**src/rtl/mulu_pkg.sv**
```systemverilog
package mulu_pkg;

   typedef enum logic [1:0] {
      MOP_S_WIDE   = 2'b00,
      MOP_U_WIDE   = 2'b01,
      MOP_S_NARROW = 2'b10,
      MOP_U_NARROW = 2'b11
   } mop_e;

   function automatic logic mop_is_narrow(input logic [1:0] code);
      return code[1];
   endfunction

   function automatic logic mop_is_signed(input logic [1:0] code);
      return ~code[0];
   endfunction

   function automatic int unsigned lat_max(input int unsigned x, input int unsigned y);
      return (x > y) ? x : y;
   endfunction

endpackage

```
**src/rtl/mulu_seq.sv**
```systemverilog
module mulu_seq #(
   parameter int unsigned LAT_WIDE   = 5,
   parameter int unsigned LAT_NARROW = 3
) (
   input  logic clk,
   input  logic rst,
   input  logic start,
   input  logic narrow,
   output logic busy,
   output logic accept,
   output logic fire,
   output logic done
);
   localparam int unsigned LMAX = mulu_pkg::lat_max(LAT_WIDE, LAT_NARROW);
   localparam int unsigned CW   = $clog2(LMAX) + 1;
   localparam logic [CW-1:0] LOAD_W = CW'(LAT_WIDE - 1);
   localparam logic [CW-1:0] LOAD_N = CW'(LAT_NARROW - 1);

   logic [CW-1:0] cnt;

   assign accept = start & ~busy;
   assign fire   = busy & (cnt == '0);

   always_ff @(posedge clk) begin
      if (rst) begin
         busy <= 1'b0;
         done <= 1'b0;
         cnt  <= '0;
      end else begin
         done <= fire;
         if (accept) begin
            busy <= 1'b1;
            cnt  <= narrow ? LOAD_N : LOAD_W;
         end else if (fire) begin
            busy <= 1'b0;
         end else if (busy) begin
            cnt  <= cnt - 1'b1;
         end
      end
   end
endmodule

```
**src/rtl/mulu_core.sv**
```systemverilog
module mulu_core #(
   parameter int unsigned XLEN     = 32,
   parameter bit          MAG_FORM = 1'b0
) (
   input  logic [XLEN-1:0]   a,
   input  logic [XLEN-1:0]   b,
   input  logic              sgn,
   input  logic              narrow,
   output logic [2*XLEN-1:0] prod
);
   localparam int unsigned HLEN = XLEN / 2;
   localparam int unsigned EXT  = XLEN + 1;
   localparam int unsigned PW   = 2 * XLEN;

   logic [EXT-1:0] ext_a, ext_b;

   always_comb begin
      if (narrow) begin
         ext_a = {{(EXT-HLEN){sgn & a[HLEN-1]}}, a[HLEN-1:0]};
         ext_b = {{(EXT-HLEN){sgn & b[HLEN-1]}}, b[HLEN-1:0]};
      end else begin
         ext_a = {sgn & a[XLEN-1], a};
         ext_b = {sgn & b[XLEN-1], b};
      end
   end

   generate
      if (MAG_FORM) begin : g_mag
         logic [XLEN-1:0] mag_a, mag_b;
         logic [PW-1:0]   prod_u;
         logic            neg;
         assign mag_a  = ext_a[EXT-1] ? (~ext_a[XLEN-1:0] + 1'b1) : ext_a[XLEN-1:0];
         assign mag_b  = ext_b[EXT-1] ? (~ext_b[XLEN-1:0] + 1'b1) : ext_b[XLEN-1:0];
         assign neg    = ext_a[EXT-1] ^ ext_b[EXT-1];
         assign prod_u = {{XLEN{1'b0}}, mag_a} * {{XLEN{1'b0}}, mag_b};
         assign prod   = neg ? (~prod_u + 1'b1) : prod_u;
      end else begin : g_direct
         logic signed [PW-1:0] wa, wb;
         assign wa   = {{(PW-EXT){ext_a[EXT-1]}}, ext_a};
         assign wb   = {{(PW-EXT){ext_b[EXT-1]}}, ext_b};
         assign prod = wa * wb;
      end
   endgenerate
endmodule

```
**src/rtl/mulu_flags.sv**
```systemverilog
module mulu_flags #(
   parameter int unsigned XLEN = 32
) (
   input  logic [2*XLEN-1:0] prod,
   input  logic              sgn,
   input  logic              narrow,
   input  logic              v_old,
   input  logic              c_old,
   output logic              n_new,
   output logic              z_new,
   output logic              v_new,
   output logic              c_new
);
   logic [XLEN:0]   top_s;
   logic [XLEN-1:0] top_u;
   logic            ovf;

   assign top_s = prod[2*XLEN-1:XLEN-1];
   assign top_u = prod[2*XLEN-1:XLEN];
   assign ovf   = sgn ? ~((&top_s) | ~(|top_s)) : (|top_u);

   always_comb begin
      c_new = c_old;
      if (narrow) begin
         n_new = prod[XLEN-1];
         z_new = ~(|prod[XLEN-1:0]);
         v_new = v_old;
      end else begin
         n_new = prod[2*XLEN-1];
         z_new = ~(|prod);
         v_new = ovf;
      end
   end
endmodule

```
**src/rtl/mul_seq_unit.sv**
```systemverilog
module mul_seq_unit #(
   parameter int unsigned XLEN       = 32,
   parameter int unsigned LAT_WIDE   = 5,
   parameter int unsigned LAT_NARROW = 3,
   parameter bit          MAG_FORM   = 1'b0
) (
   input  logic            clk,
   input  logic            rst,
   input  logic            start,
   input  logic [1:0]      op,
   input  logic [XLEN-1:0] opnd_a,
   input  logic [XLEN-1:0] opnd_b,
   output logic            busy,
   output logic            done,
   output logic [XLEN-1:0] res_hi,
   output logic [XLEN-1:0] res_lo,
   output logic            flag_n,
   output logic            flag_z,
   output logic            flag_v,
   output logic            flag_c
);
   localparam int unsigned PW = 2 * XLEN;

   generate
      if (XLEN < 4 || (XLEN % 2) != 0) begin : g_bad_xlen
         $error("mul_seq_unit: XLEN must be even and at least 4");
      end
      if (LAT_WIDE < 1 || LAT_NARROW < 1) begin : g_bad_lat
         $error("mul_seq_unit: latencies must be at least 1");
      end
   endgenerate

   logic            accept, fire;
   logic [XLEN-1:0] a_q, b_q;
   logic            narrow_q, sgn_q;
   logic [PW-1:0]   prod;
   logic            n_nx, z_nx, v_nx, c_nx;

   mulu_seq #(
      .LAT_WIDE  (LAT_WIDE),
      .LAT_NARROW(LAT_NARROW)
   ) u_seq (
      .clk   (clk),
      .rst   (rst),
      .start (start),
      .narrow(mulu_pkg::mop_is_narrow(op)),
      .busy  (busy),
      .accept(accept),
      .fire  (fire),
      .done  (done)
   );

   always_ff @(posedge clk) begin
      if (rst) begin
         a_q      <= '0;
         b_q      <= '0;
         narrow_q <= 1'b0;
         sgn_q    <= 1'b0;
      end else if (accept) begin
         a_q      <= opnd_a;
         b_q      <= opnd_b;
         narrow_q <= mulu_pkg::mop_is_narrow(op);
         sgn_q    <= mulu_pkg::mop_is_signed(op);
      end
   end

   mulu_core #(
      .XLEN    (XLEN),
      .MAG_FORM(MAG_FORM)
   ) u_core (
      .a     (a_q),
      .b     (b_q),
      .sgn   (sgn_q),
      .narrow(narrow_q),
      .prod  (prod)
   );

   mulu_flags #(
      .XLEN(XLEN)
   ) u_flags (
      .prod  (prod),
      .sgn   (sgn_q),
      .narrow(narrow_q),
      .v_old (flag_v),
      .c_old (flag_c),
      .n_new (n_nx),
      .z_new (z_nx),
      .v_new (v_nx),
      .c_new (c_nx)
   );

   always_ff @(posedge clk) begin
      if (rst) begin
         res_hi <= '0;
         res_lo <= '0;
         flag_n <= 1'b0;
         flag_z <= 1'b0;
         flag_v <= 1'b0;
         flag_c <= 1'b0;
      end else if (fire) begin
         res_lo <= prod[XLEN-1:0];
         if (!narrow_q) res_hi <= prod[PW-1:XLEN];
         flag_n <= n_nx;
         flag_z <= z_nx;
         flag_v <= v_nx;
         flag_c <= c_nx;
      end
   end
endmodule

```
**config.mk**
```make
export PLATFORM = sky130hd
export DESIGN_NAME = mul_seq_unit
export DESIGN_NICKNAME = d
export VERILOG_FILES = /design/src/rtl/mulu_pkg.sv /design/src/rtl/mulu_seq.sv /design/src/rtl/mulu_core.sv /design/src/rtl/mulu_flags.sv /design/src/rtl/mul_seq_unit.sv
export SDC_FILE = /design/constraint.sdc
export NUM_CORES = 2
export LEC_CHECK = 0
export CAP_MARGIN = 5
export CORE_MARGIN = 4
export CORE_UTILIZATION = 45
export DETAILED_ROUTE_END_ITERATION = 7
export HOLD_SLACK_MARGIN = 0.1
export PLACE_DENSITY = 0.62
export SYNTH_ARGS = -nofsm -noshare
export SYNTH_HDL_FRONTEND = slang
export SYNTH_HIERARCHICAL = 1
export SYNTH_SLANG_ARGS = --single-unit
```
**constraint.sdc**
```tcl
create_clock -name clk -period 28.7 [get_ports clk]
set_input_delay 5.74 -clock clk [delete_from_list [all_inputs] [get_ports clk]]
set_output_delay 5.74 -clock clk [all_outputs]
set_load 0.005 [all_outputs]
```
### Word level (Yosys, flattened, before mapping)

Cells that the tools add are included.

* bitwise operators: 14
* reduce and logical (&&, ||, !) cells: 10
* equality and inequality tests: 1
* $add $sub $neg: 1
* multiplexer cells: 11
* $mul: 1

Operators with widths (count)
* 33-bit 2-to-1 mux: 2
* 33-bit by 33-bit multiplier with 64-bit output: 1
* 32-bit OR reduction: 2
* 64-bit OR reduction: 1
* 33-bit AND reduction: 1
* 33-bit OR reduction: 1
* 4-bit 2-to-1 mux: 3
* 1-bit NOT: 7
* 1-bit AND: 6
* 1-bit 2-to-1 mux: 5
* 4-bit zero test: 1
* 2-bit AND reduction: 2
* 2-bit nonzero test: 2
* 4-bit by 1-bit subtractor with 4-bit output, second input constant: 1
* 3-bit 2-to-1 mux: 1
* 2-bit != test, second input constant: 1
* 1-bit OR: 1

* bits in registers: 139
* input port bits: 69
* output and inout bits: 70

### Logic depth before layout (Yosys ltp)

* word-level depth: 8
* gate-level depth with buffers: 41
* mapped depth without buffers: 37

### Cells and area by module

Netlist, hierarchy kept.

Modules (own cells, without submodules)
* mulu_core: cells an instance 4183, instances 1, area each 37881.3 um^2
* mul_seq_unit: cells an instance 474, instances 1, area each 5099.9 um^2
* mulu_seq: cells an instance 34, instances 1, area each 316.6 um^2
* mulu_flags: cells an instance 40, instances 1, area each 254.0 um^2

### Worst setup path after synthesis

OpenSTA, ideal clock, no wires.

* kind: register to register
* from: reg narrow_q
* to: reg flag_v
* library setup time: 0.117 ns
* path slack: 19.170 ns
* clock period less this slack: 9.530 ns
* data required time: 28.583 ns
* stages on the path, launching flop included: 38
* arrival: 9.413 ns
* cells stage by stage: dfxtp_1 > clkbuf_1 > clkbuf_1 > clkbuf_1 > nor2_1 > nor2_1 > clkbuf_1 > nand2_1 > fa_1 > inv_1 > fa_1 > inv_1 > fa_1 > fa_1 > inv_1 > fa_1 > fa_1 > fa_1 > [... 2 more ...] > inv_1 > ha_1 > clkbuf_1 > and3_1 > nand2_1 > nor3_1 > a31oi_1 > a21oi_1 > a31o_2 > a21oi_1 > a211oi_1 > xor2_1 > nand4b_1 > or4_1 > nor4_1 > a221oi_1 > mux2i_1 > nor2_1

* word-level cells in the longest chain between the ends: 7

Ends and longest elaborated chain
* start, declared: line mul_seq_unit.sv:35 `logic narrow_q, sgn_q;`
* start signal, assigned: line mul_seq_unit.sv:62 `narrow_q <= mulu_pkg::mop_is_narrow(op);`
* 33-bit 2-to-1 mux: line mulu_core.sv:18 `if (narrow) begin`
* 33-bit by 33-bit multiplier with 64-bit output (*): line mulu_core.sv:41 `assign prod = wa * wb;`
* named net prod[62]: line mul_seq_unit.sv:36 `logic [PW-1:0] prod;`
* 33-bit OR reduction: line mulu_flags.sv:20 `assign ovf = sgn ? ~((&top_s) | ~(|top_s)) : (|top_u);`
* 1-bit NOT: line mulu_flags.sv:20
* 1-bit OR: line mulu_flags.sv:20
* 1-bit NOT: line mulu_flags.sv:20
* 1-bit 2-to-1 mux (*): line mulu_flags.sv:20
* end signal, assigned: line mul_seq_unit.sv:105 `flag_v <= v_nx;`
* end, declared: line mul_seq_unit.sv:19 `output logic flag_v,`

Mark *: on every way through the listed nets, which the timed path passes. The rest lies on a longest branch.
A chain may end at the register's enable or synchronous reset.

### Worst setup path after layout

* from: reg a_q[15]
* to: reg flag_v

* word-level cells in the longest chain between the ends: 8

Ends and longest elaborated chain
* start, declared: line mul_seq_unit.sv:34 `logic [XLEN-1:0] a_q, b_q;`
* start signal, assigned: line mul_seq_unit.sv:60 `a_q <= opnd_a;`
* 1-bit AND: line mulu_core.sv:19 `ext_a = {{(EXT-HLEN){sgn & a[HLEN-1]}}, a[HLEN-1:0]};`
* 33-bit 2-to-1 mux (*): line mulu_core.sv:18
* 33-bit by 33-bit multiplier with 64-bit output (*): line mulu_core.sv:41
* named net prod[62]: line mul_seq_unit.sv:36
* 33-bit OR reduction: line mulu_flags.sv:20
* 1-bit NOT: line mulu_flags.sv:20
* 1-bit OR: line mulu_flags.sv:20
* 1-bit NOT: line mulu_flags.sv:20
* 1-bit 2-to-1 mux (*): line mulu_flags.sv:20

Marked as above.

==> parameters.txt <==
Parameter                              Value

Detailed routing
  Number of vias per cell ... around 5.3
  Total DRC errors in the routed layout ... 0
  Number of iterations in the first detailed-routing pass ... 6
  Wire length per cell ... 20.6 um
  Total wire length ... 124 mm
  Number of DRC markers in iteration 0 ... 1904
  Detailed-route via count ... 31700
  Number of routed nets with antenna violations ... 0

CTS
  Clock slew seen by the registers of the worst setup and hold paths ... 0.08 ns
  Clock Sinks ... between 100 and 150
  Number of buffers added by the clock tree synthesis step ... 17
  H-Tree Level Count ... 4
  Clk_lat worst skew ... 0.45 ns
  Post-CTS Setup Repair Bufs ... 0
  Clk Tree Root Cell ... clkbuf_16
  Clock tree from TritonCTS ... done
  Total of hold buffers inserted after clock tree synthesis ... 0
  Buffer levels on the longest clock path ... 2
  Post-CTS Resized ... 0

Pwr
  Total internal power ... 1.08 mW
  Worst supply voltage drop on vdd ... 0.0592 mV
  Pwr/cell area ... 52.3 nW/um^2
  Reported leakage power ... 23.3 nW
  Clock Power Share ... 9.9%
  Switching power ... between 1 and 1.5 mW
  Sequential power share ... between 10% and 20%
  Switching fraction of total power ... between 50 and 60%
  Share of total power in combinational logic ... 79.6%

Setup path
  Element type at the critical path start ... flop
  Worst Setup Path Type ... flop to flop
  Highest fanout seen on the critical path ... 19
  Reg2Reg Setup Slack ... 16.68 ns
  Worst path top cell family by delay ... adder cells
  Number of buffer and inverter instances along the worst setup path ... 7
  Required time of the critical path ... 28.99 ns
  Slowest Stage Delay on Critical Path ... 1.14 ns
  Type of destination of the critical path ... flop
  RR Startpoint ... a_q[15]
  Signal arrival time at the worst endpoint ... around 12 ns
  Worst flop-to-flop path endpoint ... flag_v
  Most Frequent Cell on Critical Path ... fa_1
  Crit path max-delay cell type ... and2_0
  Register-to-Register Path Depth ... 33

Final layout
  Design Area, Final ... around 47000 um^2
  Area of the multi-input gates ... 35800 um^2
  Flip-flop and latch area ... 2820 um^2
  Finished Layout Cells ... 6008
  Fill cell total of the finished layout ... between 9000 and 10000
  Utilization after layout ... 49.0%
  Area delta synth->final ... 7.41%
  Share of final-layout standard cells stronger than drive strength 1 ... 3.54%
  Final Net Count ... 6136

Global routing
  Antenna violations before repair ... 2
  Overall global routing resource usage ... 25.1%
  Via count of the first global-routing pass ... 34000
  Largest net degree at the start of global routing ... 109
  Wire length of the first global-routing pass ... 197 mm
  Overall overflow remaining after global route ... 0

STA
  Final worst-path cycle share ... 41.9%
  Final critical-path required period ... roughly 12 ns
  Worst Max-Slew Pin Slew ... 1.45 ns
  Tightest slew margin relative to the limit ... 3.57%
  Final count of negative-setup-slack endpoints ... 0
  Worst setup margin ... between 15 and 20 ns
  Final hold vios ... 0
  Final setup TNS ... 0 ns
  Final worst clock skew ... 0.0201 ns
  Max Fclk ... 83.2 MHz
  Unrepaired setup endpoints after global routing ... false
  Final-report max-slew violation count ... 0

Synth
  Cell taking the most area after synthesis ... fa_1
  Syn_area_per_cell ... 9.21 um^2
  Count leader, synth ... fa_1
  Fraction of the yosys area taken by sequential cells ... about 6.4%
  Register bit count reported by yosys ... 140
  Synth async-reset ratio ... 0%
  Total nets after synthesis ... about 6100
  Post-synthesis cell count ... 4731
  Cell area after synthesis ... 43600 um^2
  Number of enable-type register cells in the synthesized netlist ... 0
  Count of synthesis-stage warnings from yosys ... 6
  Share of Yosys cell area claimed by the top area cell type ... 51.7%
  Primary flip-flop cell chosen by synthesis mapping ... dfxtp_1
  Synth unique cells ... 73
  Post-synth top cells ... 1125 x fa_1, 1078 x inv_1, 624 x nand2_1
  Main area contributors after synthesis ... fa_1 52%, inv_1 9.3%, dfxtp_1 6.4%

Floorplan
  Die outline area ... 102000 um^2
  Initial core utilization ... a little under half
  Die Y ... 319 um
  Number of primary I/O pins ... approximately 140
  Core area ... between 90000 and 100000 um^2
  Number of standard-cell rows in the floorplan ... around 110
  Horizontal die dimension ... 319 um

Place
  Placed wire-length estimate ... 99.3 mm
  Number of I/O port buffers ... 138
  Routability cong. ... 0.911
  Number of cells after detailed placement ... 5974
  Placed instance area ... 46200 um^2
  Post-place setup slack ... 16.90 ns

Run
  Max-cap viol count ... 0

Outcome
  Result of the run ... finished clean

Min path
  Worst-case hold path end point ... res_hi[13]
  Hold path depth ... 2
  Path type of the worst min-delay path ... flop to flop
  Hold path startpoint ... res_hi[13]
## logic make-up after synthesis
family	Yosys count	synth area share, %
compound gates	251	3.60
simple gates	1505	16.5
buf+inv	1315	11.7
fa+ha+maj	1339	57.9
mux	106	2.44
flops	140	6.44
xor+xnor	75	1.51
## layout by cell type, fill, tap and decap left out, types with 6 or more instances in the layout
| cell | netlist | routed |
|---|---|---|
| clkbuf_16 | 0 | 17 |
| o21bai_1 | 6 | 6 |
| o21a_1 | 11 | 11 |
| mux2i_1 | 103 | 103 |
| dfxtp_2 | 0 | 8 |
| nand4_1 | 18 | 18 |
| and3_1 | 14 | 14 |
| clkdlybuf4s50_1 | 0 | 137 |
| nor2_1 | 334 | 306 |
| a211oi_1 | 8 | 8 |
| inv_1 | 1078 | 1078 |
| ha_1 | 214 | 214 |
| nor3_1 | 10 | 10 |
| fa_1 | 1125 | 1125 |
| nor2_2 | 0 | 26 |
| buf_4 | 5 | 78 |
| xnor2_1 | 58 | 58 |
| nand2b_1 | 38 | 38 |
| a21oi_1 | 56 | 56 |
| nand2_1 | 624 | 624 |
| nand3_1 | 21 | 21 |
| nand4bb_1 | 33 | 33 |
| nor4_1 | 18 | 18 |
| a31oi_1 | 12 | 12 |
| o21ai_0 | 47 | 45 |
| o21ai_1 | 47 | 48 |
| a21o_1 | 28 | 28 |
| and2_1 | 371 | 371 |
| xor2_1 | 17 | 17 |
| dfxtp_1 | 140 | 131 |
## area by class of cell
class,count,share of cell area [%]
flip-flops and latches,140,6.02
multi-input cells,3276,76.5
repair buffers,215,4.18
clock buffers,18,0.917
diodes,2,0.0107
well taps,1265,3.38
inverters,1078,8.65
clock inverters,14,0.377
## worst register-to-register path: cells and delay by family, from the launching register on
family | cells | cell delay (ns)
flip-flops | 1 | 0.90
AND/OR/NAND/NOR | 8 | 2.55
AO/OA/AOI/OAI | 6 | 1.24
multiplexers | 2 | 0.54
adder cells (fa/ha/maj) | 9 | 4.82
XOR/XNOR | 1 | 0.32
buffers and inverters | 7 | 1.47
## sequential cells by signal (all words and copies together), names as in the netlist, 4 cells and up
| signal | flops |
|---|---|
| b_q | 32 |
| u_seq/cnt | 4 |
| res_lo | 32 |
| a_q | 32 |
| res_hi | 32 |
## layer usage
layer	vias to the layer above	part of all wire, %	global-route usage (%)
met2	1065	51	43.7
met4	0	5.1	10.5
met3	282	5.6	2.94
li1	13800	-	-
met5	-	0	0
met1	16600	38	31.7
## metrics by stage
stage | total power, mW | hold slack (ns)
final | 2.44 | 0.467
after global routing | 2.65 | 0.487
after CTS | 2.45 | 0.470
after detailed placement | 2.19 | 0.457
after global placement | 2.18 | 0.453
after floorplan | 1.51 | 0.458
## power by group through the flow
stage	sequential, mW	clock [mW]	combinational [mW]
2_1_floorplan	0.246	0	1.27
3_3_place_gp	0.260	0	1.92
3_5_place_dp	0.260	0	1.93
4_1_cts	0.256	0.247	1.95
5_1_grt	0.260	0.256	2.14
6_report	0.256	0.243	1.95
## worst max path at each step
stage               startpoint      to  depth (start not counted)
global route           a_q[15]  flag_v                         33
floorplan             narrow_q  flag_v                         37
global placement       a_q[15]  flag_v                         33
detailed placement     a_q[15]  flag_v                         33
finish                 a_q[15]  flag_v                         33
CTS                    a_q[15]  flag_v                         33
(Power assumes the default switching activity.)
